## config.mk

```make
export PLATFORM = sky130hd
export DESIGN_NAME = sleep_pwr_ctrl
export DESIGN_NICKNAME = d
export VERILOG_FILES = /design/src/rtl/slp_pkg.sv /design/src/rtl/slp_sync.sv /design/src/rtl/slp_wake_qual.sv /design/src/rtl/slp_rst_filter.sv /design/src/rtl/sleep_pwr_ctrl.sv
export SDC_FILE = /design/constraint.sdc
export NUM_CORES = 1
export LEC_CHECK = 0
export ABC_CLOCK_PERIOD_IN_PS = 4300
export BUFFER_PORTS_ARGS = -buffer_cell sky130_fd_sc_hd__buf_2
export CAP_MARGIN = 20
export CORE_ASPECT_RATIO = 1.4
export CORE_MARGIN = 4
export CORE_UTILIZATION = 50
export CTS_BUF_LIST = sky130_fd_sc_hd__clkbuf_4 sky130_fd_sc_hd__clkbuf_8 sky130_fd_sc_hd__clkbuf_16
export CTS_CLUSTER_SIZE = 12
export DETAILED_ROUTE_END_ITERATION = 10
export GPL_TIMING_DRIVEN = 0
export PLACE_DENSITY = 0.84
export SLEW_MARGIN = 5
export SYNTH_ARGS = -nofsm -noshare
export SYNTH_HDL_FRONTEND = slang
export SYNTH_SLANG_ARGS = --single-unit
```

## constraint.sdc

```tcl
create_clock -name clk -period 4.3 [get_ports clk]
set_input_delay 0.86 -clock clk [delete_from_list [all_inputs] [get_ports clk]]
set_output_delay 0.86 -clock clk [all_outputs]
set_load 0.005 [all_outputs]
```

## src/rtl/slp_pkg.sv

```systemverilog
package slp_pkg;

    typedef enum logic [1:0] {
        ST_RUN    = 2'd0,
        ST_SLEEP  = 2'd1,
        ST_RESET  = 2'd2,
        ST_HWSTBY = 2'd3
    } pwr_state_e;

    // Clock-enable policy per state
    function automatic logic cpu_runs(pwr_state_e s);
        return s == ST_RUN;
    endfunction

    function automatic logic per_runs(pwr_state_e s);
        return s != ST_HWSTBY;
    endfunction

endpackage

```

## src/rtl/slp_sync.sv

```systemverilog
module slp_sync #(
    parameter int               WIDTH   = 2,
    parameter int               STAGES  = 2,
    parameter logic [WIDTH-1:0] RST_VAL = '1
) (
    input  logic             clk,
    input  logic             arst_n,
    input  logic [WIDTH-1:0] d_i,
    output logic [WIDTH-1:0] q_o
);

    logic [WIDTH-1:0] stg_d [STAGES];
    logic [WIDTH-1:0] stg_q [STAGES];

    always_comb begin
        stg_d[0] = d_i;
        for (int i = 1; i < STAGES; i++) begin
            stg_d[i] = stg_q[i-1];
        end
    end

    genvar g;
    generate
        for (g = 0; g < STAGES; g++) begin : g_stage
            always_ff @(posedge clk or negedge arst_n) begin
                if (!arst_n) stg_q[g] <= RST_VAL;
                else         stg_q[g] <= stg_d[g];
            end
        end
    endgenerate

    assign q_o = stg_q[STAGES-1];

endmodule

```

## src/rtl/slp_wake_qual.sv

```systemverilog
module slp_wake_qual #(
    parameter int NUM_IRQ = 4
) (
    input  logic [NUM_IRQ-1:0] irq_req,
    input  logic [NUM_IRQ-1:0] irq_en,
    input  logic               irq_mask_all,
    input  logic               nmi,
    output logic               wake_o
);

    logic [NUM_IRQ-1:0] live;

    genvar g;
    generate
        for (g = 0; g < NUM_IRQ; g++) begin : g_src
            assign live[g] = irq_req[g] & irq_en[g] & ~irq_mask_all;
        end
    endgenerate

    assign wake_o = nmi | (|live);

endmodule

```

## src/rtl/slp_rst_filter.sv

```systemverilog
module slp_rst_filter #(
    parameter int CNT_W = 8
) (
    input  logic             clk,
    input  logic             arst_n,
    input  logic             low_i,
    input  logic [CNT_W-1:0] min_cyc_i,
    output logic             long_ok_o
);

    localparam logic [CNT_W-1:0] CNT_MAX = '1;

    logic [CNT_W-1:0] cnt_d, cnt_q;

    always_comb begin
        cnt_d = '0;
        if (low_i) begin
            cnt_d = (cnt_q == CNT_MAX) ? cnt_q : cnt_q + 1'b1;
        end
    end

    always_ff @(posedge clk or negedge arst_n) begin
        if (!arst_n) cnt_q <= '0;
        else         cnt_q <= cnt_d;
    end

    // cnt_q holds the length of the low run in the first cycle after it ends
    assign long_ok_o = cnt_q >= min_cyc_i;

endmodule

```

## src/rtl/sleep_pwr_ctrl.sv

```systemverilog
module sleep_pwr_ctrl
    import slp_pkg::*;
#(
    parameter int NUM_IRQ = 4,
    parameter int CNT_W   = 8
) (
    input  logic               clk,
    input  logic               arst_n,
    input  logic               sleep_stb,
    input  logic               stby_sel,
    input  logic               lowspd_sel,
    input  logic [NUM_IRQ-1:0] irq_req,
    input  logic [NUM_IRQ-1:0] irq_en,
    input  logic               irq_mask_all,
    input  logic               nmi,
    input  logic               res_pin_n,
    input  logic               stby_pin_n,
    input  logic [CNT_W-1:0]   rst_min_cyc,
    output logic               cpu_clk_en_o,
    output logic               per_clk_en_o,
    output logic               irq_wake_o,
    output logic               rst_exc_start_o,
    output logic               hw_standby_o,
    output logic               bad_mode_o
);

    localparam int SYNC_STAGES = 2;

    typedef struct packed {
        pwr_state_e st;
        pwr_state_e prior;
        logic       wake_p;
        logic       rexc_p;
        logic       bad_p;
    } ctl_t;

    localparam ctl_t CTL_RST = '{st: ST_RUN, prior: ST_RUN,
                                 wake_p: 1'b0, rexc_p: 1'b0, bad_p: 1'b0};

    logic [1:0] pins_s;
    logic       res_s, stby_s;
    logic       wake;
    logic       long_ok;
    ctl_t       ctl_d, ctl_q;

    slp_sync #(
        .WIDTH   (2),
        .STAGES  (SYNC_STAGES),
        .RST_VAL (2'b11)
    ) u_pin_sync (
        .clk    (clk),
        .arst_n (arst_n),
        .d_i    ({stby_pin_n, res_pin_n}),
        .q_o    (pins_s)
    );

    assign res_s  = pins_s[0];
    assign stby_s = pins_s[1];

    slp_wake_qual #(
        .NUM_IRQ (NUM_IRQ)
    ) u_wake (
        .irq_req      (irq_req),
        .irq_en       (irq_en),
        .irq_mask_all (irq_mask_all),
        .nmi          (nmi),
        .wake_o       (wake)
    );

    slp_rst_filter #(
        .CNT_W (CNT_W)
    ) u_rfilt (
        .clk       (clk),
        .arst_n    (arst_n),
        .low_i     (stby_s & ~res_s),
        .min_cyc_i (rst_min_cyc),
        .long_ok_o (long_ok)
    );

    // Priority: standby pin, then reset pin, then normal transitions
    always_comb begin
        ctl_d        = ctl_q;
        ctl_d.wake_p = 1'b0;
        ctl_d.rexc_p = 1'b0;
        ctl_d.bad_p  = 1'b0;
        if (!stby_s) begin
            ctl_d.st = ST_HWSTBY;
        end else if (!res_s) begin
            if (ctl_q.st != ST_RESET) begin
                ctl_d.prior = ctl_q.st;
                ctl_d.st    = ST_RESET;
            end
        end else begin
            case (ctl_q.st)
                ST_RUN: begin
                    if (sleep_stb) begin
                        if (stby_sel || lowspd_sel) ctl_d.bad_p = 1'b1;
                        else                        ctl_d.st    = ST_SLEEP;
                    end
                end
                ST_SLEEP: begin
                    if (wake) begin
                        ctl_d.st     = ST_RUN;
                        ctl_d.wake_p = 1'b1;
                    end
                end
                ST_RESET: begin
                    if (long_ok) begin
                        ctl_d.st     = ST_RUN;
                        ctl_d.rexc_p = 1'b1;
                    end else begin
                        ctl_d.st = ctl_q.prior;
                    end
                end
                default: ctl_d.st = ST_HWSTBY;
            endcase
        end
    end

    always_ff @(posedge clk or negedge arst_n) begin
        if (!arst_n) ctl_q <= CTL_RST;
        else         ctl_q <= ctl_d;
    end

    assign cpu_clk_en_o    = cpu_runs(ctl_q.st);
    assign per_clk_en_o    = per_runs(ctl_q.st);
    assign hw_standby_o    = ctl_q.st == ST_HWSTBY;
    assign irq_wake_o      = ctl_q.wake_p;
    assign rst_exc_start_o = ctl_q.rexc_p;
    assign bad_mode_o      = ctl_q.bad_p;

    // legal sleep strobe gates only the CPU clock
    a_r2_sleep_entry: assert property (@(posedge clk) disable iff (!arst_n)
        (cpu_clk_en_o && sleep_stb && !stby_sel && !lowspd_sel && stby_s && res_s)
        |=> (!cpu_clk_en_o && per_clk_en_o));

    // illegal strobe keeps run and flags once
    a_r3_bad_mode: assert property (@(posedge clk) disable iff (!arst_n)
        (cpu_clk_en_o && sleep_stb && (stby_sel || lowspd_sel) && stby_s && res_s)
        |=> (bad_mode_o && cpu_clk_en_o));

    a_r3_bad_one_cycle: assert property (@(posedge clk) disable iff (!arst_n)
        bad_mode_o |=> !bad_mode_o);

    // qualified wake from sleep
    a_r4_wake: assert property (@(posedge clk) disable iff (!arst_n)
        (ctl_q.st == ST_SLEEP && wake && stby_s && res_s)
        |=> (irq_wake_o && cpu_clk_en_o));

    // unqualified interrupt leaves sleep untouched
    a_r5_refuse: assert property (@(posedge clk) disable iff (!arst_n)
        (ctl_q.st == ST_SLEEP && !wake) |=> !irq_wake_o);

    // reset exception start is a single pulse
    a_r6_rexc_one_cycle: assert property (@(posedge clk) disable iff (!arst_n)
        rst_exc_start_o |=> !rst_exc_start_o);

    // standby pin dominates
    a_r8_standby: assert property (@(posedge clk) disable iff (!arst_n)
        !stby_s |=> (hw_standby_o && !cpu_clk_en_o && !per_clk_en_o));

    // sleep entry and wake never start reset processing
    a_r10_no_reset: assert property (@(posedge clk) disable iff (!arst_n)
        irq_wake_o |-> !rst_exc_start_o);

    // reset pin beats a simultaneous wake
    a_r11_reset_first: assert property (@(posedge clk) disable iff (!arst_n)
        (stby_s && !res_s) |=> (!irq_wake_o && !cpu_clk_en_o));

endmodule

```

* After elaboration in Yosys (flattened, before gate mapping)
Index checks and enable logic that the tools add are counted.
** Storage, ports and cells
- Register bits :: 19
- Bits of input ports :: 25
- Output and inout port bits :: 6
** Operators by class
- $add $sub $neg :: 1
- $lt $le $gt $ge :: 1
- Eq/ne operators :: 11
- Mux-type cells :: 19
- Bitwise operators :: 12
- Reductions and logical operators :: 5
** Operators with widths (count)
- 8-bit 2-to-1 mux :: 2
- 2-bit 2-to-1 mux :: 6
- 1-bit AND :: 9
- 8-bit by 1-bit adder with 8-bit output, second input constant :: 1
- 8-bit == test, second input constant :: 1
- 8-bit >= comparator :: 1
- 4-bit inequality test, second input constant :: 2
- 1-bit 2-to-1 mux :: 7
- 3-bit 2-to-1 mux :: 2
- 2-bit inequality test, second input constant :: 3
- 2-bit one-hot mux with 3 select lines :: 1
- 2-bit == test, second input constant :: 2
- 4-bit 2-to-1 mux :: 1
- 4-bit by 3-bit inequality test with 1-bit output, second input constant :: 1
- 4-bit AND reduction :: 1
- 4-bit OR reduction :: 1
- 3-bit inequality test, second input constant :: 1
- 3-bit AND reduction :: 1
- 2-bit by 1-bit == test with 1-bit output, second input constant :: 1
- 2-bit logical NOT :: 1
- 1-bit inverter :: 2
- 1-bit logical OR :: 1
- 1-bit OR :: 1

* Longest topological paths before layout
- Depth after elaboration :: 8
- Depth in mapped cells :: 6

* Modules after synthesis
From an unflattened synthesis, not the netlist that was laid out.
** Unflattened totals
- Cells, all modules :: 104
- Area, all modules :: 1064.8 um2
** Modules (own cells, without submodules)
- slp_rst_filter :: instances 1, cells an instance 62, area each 599.3 um2, seq. area each 200.2 um2
- sleep_pwr_ctrl :: instances 1, cells an instance 35, area each 329.1 um2, seq. area each 175.2 um2
- slp_sync :: instances 1, cells an instance 4, area each 105.1 um2, seq. area each 105.1 um2
- slp_wake_qual :: instances 1, cells an instance 3, area each 31.3 um2, seq. area each 0.0 um2

* Worst setup path before layout
No wires, ideal clock.
- Kind :: in2reg
- Start point :: input rst_min_cyc[0]
- End point :: register ctl_q[6] (netlist bit)
- Setup time :: 0.126 ns
- Data arrival time :: 1.975 ns
- Required time :: 4.174 ns
- Path slack :: 2.199 ns
- Cell stages on the path :: 5
- Path buffers :: 0
- Cells stage by stage :: ha_1 > nand2b_4 > a2111oi_4 > o31a_2 > a311o_1
** On the way
- Cells in the longest elaborated chain, start to end :: 5
** Ends and longest elaborated chain
- from (decl) :: RTL line sleep_pwr_ctrl.sv:18 : input logic [CNT_W-1:0] rst_min_cyc,
- 8-bit >= comparator :: RTL line slp_rst_filter.sv:28 : assign long_ok_o = cnt_q >= min_cyc_i;
- 2-bit 2-to-1 mux :: RTL line sleep_pwr_ctrl.sv:108 : if (long_ok) begin
- 2-bit one-hot mux with 3 select lines :: RTL line sleep_pwr_ctrl.sv:94 : case (ctl_q.st)
- 2-bit 2-to-1 mux :: RTL line sleep_pwr_ctrl.sv:88 : end else if (!res_s) begin
- 2-bit 2-to-1 mux :: RTL line sleep_pwr_ctrl.sv:86 : if (!stby_s) begin
- to (signal assigned) :: RTL line sleep_pwr_ctrl.sv:122 : else ctl_q <= ctl_d;
- to (decl) :: RTL line sleep_pwr_ctrl.sv:44 : ctl_t ctl_d, ctl_q;
No other way between the ends.
A chain may end at the register's enable or synchronous reset.

* Worst setup path in the final report
- Start point :: register ctl_q[6] (netlist bit)
- End point :: output hw_standby_o
** On the way
- Cells in the longest elaborated chain, start to end :: 1
** Ends and longest elaborated chain
- 2-bit == test :: RTL line sleep_pwr_ctrl.sv:127 : assign hw_standby_o = ctl_q.st == ST_HWSTBY;
- to (decl) :: RTL line sleep_pwr_ctrl.sv:23 : output logic hw_standby_o,
No other way between the ends.

==> results.yml <==
floorplanning:
  rows: 19
  die-area_sq_um: 2980
  boundaryPins: 31
  die_h_um: 63.0
  coreArea_sq_um: 2020
  die_w_um: 47.3
  initial_core_util_pct: 53.5
finish:
  nNetsFinal: 180
  final_cells: 166
  area_growth_pct: 19.1
  n_antenna_cell: 0
  n_fill_cell: 171
  layout-drive-gt1-share_pct: 30.3
cts:
  htreeDepth: 1
  cts-buffers-inserted: 3
  clock-sinks: 19
  clk_latency_ps: 310
  cts_setup_buffers: 0
  cts_tree: "yes"
  clk_pin_slew_ps: 120
  clockBufferDepth: 2
  holdBufCountCts: 0
  cts.repair.resized: 0
  clockRootBuffer: "clkbuf_4"
global_route:
  grt_pass1_vias: 865
  grt_max_degree: 20
  track_usage_pct: 15.5
  globalRouteOverflowTotal: 0
  antenna_found_initial: 0
  grt_first_pass_wirelength_um: 3390
sta:
  fmax_ghz: 0.467
  whs_ps: 363
  setup_ws_ps: 2160
  fin_worst_skew_ps: 7.79
  relSlewSlack_pct: 71.2
  grt_setup_unrepaired: "no"
  worstMarginPinSlew_ps: 428
  setup_violations: 0
  slew_viol_final: 0
  period_share_pct: 49.8
  tns_ps: 0
  fin_crit_ps: 2140
  finalHoldViolations: 0
placement:
  dp_cells: 162
  preCtsSetupSlack_ps: 2000
  hpwl_um: 1750
  gp_congestion: 0.826
  io_buffers: 30
power_and_ir_drop:
  p_comb_share_pct: 12.4
  power_leakage_uw: 0.000618
  powerDensity_nw_per_um2: 249
  switching_power_uw: 82.3
  swShare_pct: 25.6
  p_int_uw: 239
  power.total_uw: 321
  p_seq_share_pct: 58.1
  p_clk_share_pct: 29.6
  vdd_ir_drop_max_v: 0.000232
min_path:
  hold_path_class: "register to register"
worst_setup_path:
  end_kind: "primary output"
  critPathMaxFanout: 10
  cp.arrival_ps: 1280
  critPathLaunchType: "register"
  critPathKind: "register to primary output"
  required_ps: 3440
logic_synthesis:
  synth.avg_cell_area_sq_um: 9.74
  synth.distinct_cells: 35
  ys_warn_count: 0
  ys_seq_area_share_pct: 44.4
  ys_seq_elements: 19
  synth_fp_nets: 145
  synth_area_sq_um: 1080
  syn_inst: 111
routing:
  ant_nets: 0
  post_drt_wl_per_cell_um: 13.1
  routed_wl_um: 2180
  vias: 940
  post-route-drc-count: 0
  drtIter0Drc: 24
  vias_per_cell: 5.66
  dr.pass1.iters: 4
run:
  drv_cap: 0
outcome:
  status: "completed"
[synth_stat cells]
cell	n	share of area, %
o21ai_0	4	1.9
dfstp_2	4	9.7
o31ai_1	2	1.4
clkbuf_1	2	0.69
xnor2_1	1	0.81
xor2_1	2	1.6
o22a_1	1	0.81
a21boi_0	1	0.69
a2111oi_4	1	2.5
nor4_1	2	1.2
inv_1	10	3.5
nor3_1	4	1.9
o41ai_1	1	0.81
inv_2	1	0.35
a22oi_1	2	1.4
o21a_1	2	1.4
nand3_1	1	0.46
a311o_1	1	0.93
o31a_2	1	0.93
dfrtp_1	15	35
a211oi_1	2	1.4
nand2b_4	1	1.3
o31a_1	2	1.6
or3_1	2	1.2
nor3_2	1	0.93
mux2i_1	1	0.93
a21oi_1	4	1.9
nor2b_1	1	0.58
nand3_2	1	0.93
nand4_1	1	0.58
nand2_1	10	3.5
nor2_1	15	5.2
ha_1	9	10
nor4bb_1	1	0.93
and3_1	2	1.2
[stage by stage]
| stage | util (%) | area [sq um] |
|---|---|---|
| 2_1_floorplan | - | 1080 |
| 3_3_place_gp | 62.2 | 1260 |
| 3_5_place_dp | 62.2 | 1260 |
| 4_1_cts | 63.7 | 1290 |
| 5_1_grt | 63.7 | 1290 |
| 6_report | 63.7 | 1290 |
[kinds of logic (layout without fill, tap and decap cells)]
| family | after synthesis | in the layout | synth area share [%] |
|---|---|---|---|
| buffers and inverters | 13 | 47 | 4.51 |
| AND/OR/NAND/NOR | 42 | 42 | 19.7 |
| XOR/XNOR | 3 | 3 | 2.43 |
| AO/OA/AOI/OAI | 24 | 24 | 17.6 |
| multiplexers | 1 | 1 | 0.926 |
| flip-flops | 19 | 19 | 44.4 |
| adder cells (fa/ha/maj) | 9 | 9 | 10.4 |
[critical path, stage by stage, from the launching register on]
cell      delay, ps
dfrtp_1         350
clkbuf_1        290
nand2_1         120
inv_1            90
buf_2           120
[placed cells by master, fill, tap and decap left out, drive strengths merged, types with 4 or more instances in the layout]
cell	count
a21oi	4
ha	9
o21ai	4
nor2	15
nor3	5
dfstp	4
inv	11
dfrtp	15
buf	30
nand2	10
clkbuf	5
[power by group through the flow]
stage          clock network, uW  registers (uW)  logic (uW)
2_1_floorplan                  0             189        21.3
3_3_place_gp                   0             190        38.5
3_5_place_dp                   0             190        40.5
4_1_cts                     96.9             186        40.7
5_1_grt                      105             187        44.8
6_report                    94.9             187        39.7
[routing by layer]
layer  track usage, %  routed length [um]
met1             16.5                 830
met2             27.2                1170
met4             7.27                  37
met5                0                   0
met3             2.59                 142
[final cells by class]
| type | count | area (sq um) | area share [%] |
|---|---|---|---|
| Inverter | 11 | 41.3 | 3.21 |
| Buffer | 2 | 7.51 | 0.583 |
| Clock buffer | 3 | 22.5 | 1.75 |
| Timing Repair Buffer | 30 | 150 | 11.7 |
| Sequential cell | 19 | 480 | 37.3 |
| Multi-Input combinational cell | 79 | 552 | 42.9 |
| Tap cell | 21 | 26.3 | 2.04 |
| Clock inverter | 1 | 7.51 | 0.583 |
[flip-flops by register name (all words and copies together) (netlist names)]
signal / cells
u_pin_sync.q_o: 2
ctl_q: 4
rst_exc_start_o: 1
u_pin_sync.stg_d: 2
bad_mode_o: 1
irq_wake_o: 1
u_rfilt.cnt_q: 8
[worst paths after layout]
| path | cells after the start | startpoint | to | slack, ps |
|---|---|---|---|---|
| setup / recovery | 4 | ctl_q[6]$_DFFE_PN0P_ | hw_standby_o | 2160 |
| hold / removal | 0 | u_pin_sync.stg_d[1]$_DFF_PN1_ | u_pin_sync.q_o[1]$_DFF_PN1_ | 360 |
| setup reg to reg | 6 | u_rfilt.cnt_q[0]$_DFFE_PN0P_ | ctl_q[5]$_DFFE_PN0P_ | 2510 |
| hold reg to reg | 0 | u_pin_sync.stg_d[1]$_DFF_PN1_ | u_pin_sync.q_o[1]$_DFF_PN1_ | 360 |
| max in group asynchronous | 1 | arst_n | u_pin_sync.stg_d[0]$_DFF_PN1_ | 3520 |
| min in group asynchronous | 1 | arst_n | ctl_q[3]$_DFFE_PN0P_ | 460 |
Power figures use the tool's default switching activity.
